===== src/rtl/intc_pkg.sv =====
package intc_pkg;
   // word index of each register (byte address bits [..:2])
   localparam int unsigned REG_DIS  = 0;
   localparam int unsigned REG_ROUTE = 1;
   localparam int unsigned REG_PEND = 2;
   localparam int unsigned REG_STAT = 3;

   // status register field positions
   localparam int unsigned STAT_IRQ_ID_LSB = 0;
   localparam int unsigned STAT_IRQ_VLD    = 8;
   localparam int unsigned STAT_FIQ_ID_LSB = 16;
   localparam int unsigned STAT_FIQ_VLD    = 24;

   typedef struct packed {
      logic dis;
      logic route;
      logic pend;
      logic stat;
   } reg_sel_t;
endpackage


===== src/rtl/intc_cfg_regs.sv =====
module intc_cfg_regs #(
   parameter int unsigned NUM_SRC = 21,
   parameter int unsigned DATA_W  = 32
) (
   input  logic               clk_i,
   input  logic               rst_i,
   input  logic               dis_we_i,
   input  logic               route_we_i,
   input  logic [DATA_W-1:0]  wdata_i,
   output logic [NUM_SRC-1:0] dis_q_o,
   output logic [NUM_SRC-1:0] route_q_o
);
   always_ff @(posedge clk_i) begin
      if (rst_i) begin
         dis_q_o   <= '1;
         route_q_o <= '0;
      end else begin
         if (dis_we_i)   dis_q_o   <= wdata_i[NUM_SRC-1:0];
         if (route_we_i) route_q_o <= wdata_i[NUM_SRC-1:0];
      end
   end
endmodule


===== src/rtl/intc_pending.sv =====
module intc_pending #(
   parameter int unsigned NUM_SRC = 21
) (
   input  logic               clk_i,
   input  logic               rst_i,
   input  logic [NUM_SRC-1:0] src_i,
   input  logic               clr_we_i,
   input  logic [NUM_SRC-1:0] clr_bits_i,
   output logic [NUM_SRC-1:0] pend_q_o
);
   for (genvar g = 0; g < NUM_SRC; g++) begin : g_bit
      logic clr_this;
      assign clr_this = clr_we_i & clr_bits_i[g];
      always_ff @(posedge clk_i) begin
         if (rst_i) pend_q_o[g] <= 1'b0;
         else       pend_q_o[g] <= src_i[g] | (pend_q_o[g] & ~clr_this);
      end
   end
endmodule


===== src/rtl/intc_resolver.sv =====
module intc_resolver #(
   parameter int unsigned NUM_SRC    = 21,
   parameter int unsigned ID_W       = 5,
   parameter bit          HIGH_FIRST = 1'b1
) (
   input  logic [NUM_SRC-1:0] req_i,
   output logic               vld_o,
   output logic [ID_W-1:0]    id_o
);
   assign vld_o = |req_i;

   if (HIGH_FIRST) begin : g_high
      always_comb begin
         id_o = '0;
         for (int i = 0; i < NUM_SRC; i++)
            if (req_i[i]) id_o = ID_W'(i);
      end
   end else begin : g_low
      always_comb begin
         id_o = '0;
         for (int i = NUM_SRC - 1; i >= 0; i--)
            if (req_i[i]) id_o = ID_W'(i);
      end
   end
endmodule


===== src/rtl/prio_intc.sv =====
module prio_intc #(
   parameter int unsigned NUM_SRC    = 21,
   parameter int unsigned DATA_W     = 32,
   parameter int unsigned ADDR_W     = 6,
   parameter bit          HIGH_FIRST = 1'b1,
   localparam int unsigned ID_W      = $clog2(NUM_SRC)
) (
   input  logic               clk_i,
   input  logic               rst_i,
   input  logic [NUM_SRC-1:0] src_i,
   input  logic [ADDR_W-1:0]  addr_i,
   input  logic               we_i,
   input  logic [DATA_W-1:0]  wdata_i,
   output logic [DATA_W-1:0]  rdata_o,
   output logic               irq_o,
   output logic [ID_W-1:0]    irq_id_o,
   output logic               fiq_o,
   output logic [ID_W-1:0]    fiq_id_o
);
   import intc_pkg::*;

   localparam int unsigned WIDX_W = ADDR_W - 2;

   if (NUM_SRC < 2 || NUM_SRC >= DATA_W) begin : g_chk_src
      $error("prio_intc: NUM_SRC must lie in 2..DATA_W-1");
   end
   if (ID_W > 8) begin : g_chk_id
      $error("prio_intc: index does not fit a status field");
   end
   if (ADDR_W < 4) begin : g_chk_addr
      $error("prio_intc: ADDR_W too small for the register map");
   end
   if (DATA_W < STAT_FIQ_VLD + 1) begin : g_chk_data
      $error("prio_intc: DATA_W too small for the status layout");
   end

   logic [WIDX_W-1:0]  widx;
   reg_sel_t           sel;
   logic [NUM_SRC-1:0] dis_q, route_q, pend_q;
   logic [NUM_SRC-1:0] elig_irq, elig_fiq;
   logic [DATA_W-1:0]  stat_word;

   assign widx = addr_i[ADDR_W-1:2];

   always_comb begin
      sel       = '0;
      sel.dis   = (widx == WIDX_W'(REG_DIS));
      sel.route = (widx == WIDX_W'(REG_ROUTE));
      sel.pend  = (widx == WIDX_W'(REG_PEND));
      sel.stat  = (widx == WIDX_W'(REG_STAT));
   end

   intc_cfg_regs #(.NUM_SRC(NUM_SRC), .DATA_W(DATA_W)) u_cfg (
      .clk_i      (clk_i),
      .rst_i      (rst_i),
      .dis_we_i   (we_i & sel.dis),
      .route_we_i (we_i & sel.route),
      .wdata_i    (wdata_i),
      .dis_q_o    (dis_q),
      .route_q_o  (route_q)
   );

   intc_pending #(.NUM_SRC(NUM_SRC)) u_pend (
      .clk_i      (clk_i),
      .rst_i      (rst_i),
      .src_i      (src_i),
      .clr_we_i   (we_i & sel.pend),
      .clr_bits_i (wdata_i[NUM_SRC-1:0]),
      .pend_q_o   (pend_q)
   );

   assign elig_irq = pend_q & ~dis_q & ~route_q;
   assign elig_fiq = pend_q & ~dis_q &  route_q;

   intc_resolver #(.NUM_SRC(NUM_SRC), .ID_W(ID_W), .HIGH_FIRST(HIGH_FIRST)) u_res_irq (
      .req_i (elig_irq),
      .vld_o (irq_o),
      .id_o  (irq_id_o)
   );

   intc_resolver #(.NUM_SRC(NUM_SRC), .ID_W(ID_W), .HIGH_FIRST(HIGH_FIRST)) u_res_fiq (
      .req_i (elig_fiq),
      .vld_o (fiq_o),
      .id_o  (fiq_id_o)
   );

   always_comb begin
      stat_word = '0;
      stat_word[STAT_IRQ_ID_LSB +: ID_W] = irq_id_o;
      stat_word[STAT_IRQ_VLD]            = irq_o;
      stat_word[STAT_FIQ_ID_LSB +: ID_W] = fiq_id_o;
      stat_word[STAT_FIQ_VLD]            = fiq_o;
   end

   always_comb begin
      rdata_o = '0;
      unique case (1'b1)
         sel.dis:   rdata_o = DATA_W'(dis_q);
         sel.route: rdata_o = DATA_W'(route_q);
         sel.pend:  rdata_o = DATA_W'(pend_q);
         sel.stat:  rdata_o = stat_word;
         default:   rdata_o = '0;
      endcase
   end
endmodule


===== config.mk =====
export PLATFORM = sky130hd
export DESIGN_NAME = prio_intc
export DESIGN_NICKNAME = d
export VERILOG_FILES = /design/src/rtl/intc_pkg.sv /design/src/rtl/intc_cfg_regs.sv /design/src/rtl/intc_pending.sv /design/src/rtl/intc_resolver.sv /design/src/rtl/prio_intc.sv
export SDC_FILE = /design/constraint.sdc
export NUM_CORES = 1
export LEC_CHECK = 0
export BUFFER_PORTS_ARGS = -buffer_cell sky130_fd_sc_hd__buf_2
export CORE_ASPECT_RATIO = 1.25
export CORE_UTILIZATION = 30
export DETAILED_ROUTE_END_ITERATION = 10
export PLACE_DENSITY = 0.48
export SLEW_MARGIN = 25
export SYNTH_ARGS = -nofsm -noshare
export SYNTH_HDL_FRONTEND = slang
export SYNTH_SLANG_ARGS = --single-unit
export TNS_END_PERCENT = 1

===== constraint.sdc =====
create_clock -name clk_i -period 2 [get_ports clk_i]
set_input_delay 0.2 -clock clk_i [delete_from_list [all_inputs] [get_ports clk_i]]
set_output_delay 0.2 -clock clk_i [all_outputs]
set_load 0.03 [all_outputs]

==> impl_metrics.yaml <==
global_route:
  grt_pass1_wl_um: 19600
  grt_max_degree: 43
  gr-total-overflow: 0
  grt_usage_pct: 20.1
  antenna_found_initial: 0
  grt_pass1_vias: 3807
outcome:
  outcome: "complete, but fails checks"
  violations: "setup timing"
critical_path:
  start_kind: "register"
  end_kind: "output pin"
  crit_type: "register to output pin"
  worst-path-max-fanout: 3
  slowest_delay_ns: 0.32
  cp_slowest_cell: "dfxtp_2"
  path_cells: "nor3b_4 > buf_4 > or3_4 > a21o_1 > a311oi_2 > o21ai_2 > buf_6"
  path_buf_inv: 2
  worstPathRequired_ns: 1.80
  r2r_slack_ns: 1.03
  worstPathArrival_ns: 2.00
  crit_family: "compound AO/OA/AOI/OAI gates"
clock_network:
  cts.reportedPaths.clkPinSlew_ns: 0.05
  cts_root_buf: "clkbuf_16"
  clk_latency_ns: 0.32
  cts_hold_buf: 0
  ctsLongestPathBuffers: 2
  cts_tree: "built"
  htreeDepth: 3
  cts_num_sinks: 63
  cts_buffers: 9
synthesis:
  synth_top_cell_by_area: "dfxtp_1"
  ys_seq_area_share_pct: 33.9
  synth_area_mm2: 0.00372
  ys_ff_latch: 63
  syn_area_per_cell_um2: 7.70
  netlist_instances: 483
  yosysTopAreaCellShare_pct: 33.9
  async_flop_share_pct: 0
  yosysWarningCount: 0
  synth_edf_count: 0
  ys_types: 48
  ys.flop_type: "dfxtp_1"
  ys_top_cells_by_area: "dfxtp_1 34%, nand2_1 9.0%, a21oi_1 7.5%"
die:
  top_level_ports: 106
  fp.dieW_um: 102
  rows: 45
  die_h_um: 126
  core_mm2: 0.0121
  dieArea_mm2: 0.0128
  initial_core_util_pct: 30.7
pwr:
  switchingPower_uw: 870
  p_leak_uw: 0.00231
  vdd_drop_max_mv: 0.384
  power.share.clock_pct: 46.3
  p_int_uw: 2600
  seq_power_share_pct: 38.6
  sw_frac_of_total_pct: 25.1
  power_density_mw_per_mm2: 640
  power_frac_comb_pct: 15.1
detailed_routing:
  routedWlPerCell_um: 15.8
  drc: 0
  routed_wl_um: 12500
  vias: 3939
  detail-route-antenna-nets: 0
  drt_first_pass_iters: 5
  drt_iter0_drc: 141
  routed_via_density: 5.00
cells_and_area:
  final_cell_mix: "88 x nand2_1, 71 x buf_4, 62 x buf_2"
  layout.nets: 681
  areaGrowthSynthToFinish_pct: 45.9
  drive_gt1_share_pct: 37.3
  diodes: 0
  final_common_cell: "nand2_1"
  fin_area_mm2: 0.00543
  finalCoreUtilization_pct: 44.8
timing:
  drv_slew: 0
  min_period_ns: 2.20
  fmax_ghz: 0.454
  setup_viol: 18
  fin_ws_ns: -0.201
  worst_slew_pin_slew_ns: 0.552
  fin_crit_sh_pct: 110
  rsz0062_at_grt: "true"
  finClkSkew_ns: 0
  final_hold_viol_count: 0
  relSlewSlack_pct: 62.9
min_path:
  min_path_type: "primary input to register"
placement:
  portBuffers: 82
  post-dp-hpwl_um: 9100
  globalplace.congestion: 0.866
  dpl_cell_area_mm2: 0.00473
run:
  maxCapViolations: 0
## worst register-to-register path: stages (launching register included)
cell,delay (ns)
dfxtp_2,0.33
buf_4,0.14
nor2b_1,0.12
a211o_1,0.26
## cell type report
class,count,area (µm²)
fillers,1235,6680
multi-input cells,390,2550
flip-flops and latches,63,1280
repair buffers,150,1060
clock buffers,13,270
well taps,164,205
clock inverters,3,40.0
inverters,5,18.8
## path summary, 6_finish.rpt
path	startpoint	to	depth (start not counted)
min	src_i[12]	u_pend.pend_q_o[12]$_SDFF_PP0_	3
min reg2reg	u_cfg.route_q_o[12]$_SDFFE_PP0P_	u_cfg.route_q_o[12]$_SDFFE_PP0P_	2
max reg2reg	u_cfg.dis_q_o[16]$_SDFFE_PP1P_	u_cfg.dis_q_o[16]$_SDFFE_PP1P_	3
max	u_pend.pend_q_o[9]$_SDFF_PP0_	rdata_o[0]	7
## sequential cells by signal, indices dropped and copies added (netlist names)
signal / count
u_cfg.dis_q_o: 21
u_cfg.route_q_o: 21
u_pend.pend_q_o: 21
## kinds of logic (layout without fill, tap and decap cells)
group,Yosys count,after routing,share of synthesized area [%]
mux,21,21,5.65
compound gates,124,124,20.8
simple gates,235,235,34.0
flops,63,63,33.9
other cells,1,10,0.101
buf+inv,39,171,5.59
## synthesized netlist by cell type, drive strengths merged (7+ instances only)
cell    instances
clkbuf         12
nand3b         19
a211o          22
nor4            7
nor2b          23
nand2          89
and3b           8
buf            22
mux2i          21
o21ai          19
nor3b          21
dfxtp          63
a31oi           8
nor2           40
a21oi          56
## through the flow
stage | power, µW | setup WS [ns] | setup TNS [ns] | instances | hold WS (ns)
finish | 3470 | -0.201 | -2.08 | 788 | 0.0740
global route | 3610 | -0.254 | -3.51 | 788 | 0.0785
CTS | 3490 | -0.236 | -2.78 | 785 | 0.0670
detailed placement | 1840 | -0.0754 | -0.121 | 770 | 0.412
global placement | 1830 | -0.0722 | -0.0722 | 770 | 0.403
floorplan | 1640 | -0.161 | -0.511 | 492 | 0.317
## layer usage
| layer | global-route usage [%] | share of wire [%] |
|---|---|---|
| met1 | 24.3 | 44 |
| met2 | 35.0 | 50 |
| met4 | 6.39 | 1.6 |
| met5 | 0 | 0 |
| met3 | 4.19 | 4.4 |
## power groups by stage
| stage | Clock [µW] | Combinational (µW) | Sequential (µW) |
|---|---|---|---|
| floorplan | 0 | 275 | 1360 |
| global placement | 0 | 474 | 1360 |
| detailed placement | 0 | 478 | 1360 |
| CTS | 1640 | 512 | 1340 |
| global route | 1690 | 569 | 1340 |
| finish | 1610 | 524 | 1340 |
## repair_timing
item | in CTS | in global routing
endpoints found under the setup margin | 21 | 22
gates resized for setup | 73 | 34
hold endpoints to repair | 0 | 0
setup buffers | 0 | 3
pin swaps | 16 | 17
(Power assumes the default switching activity.)
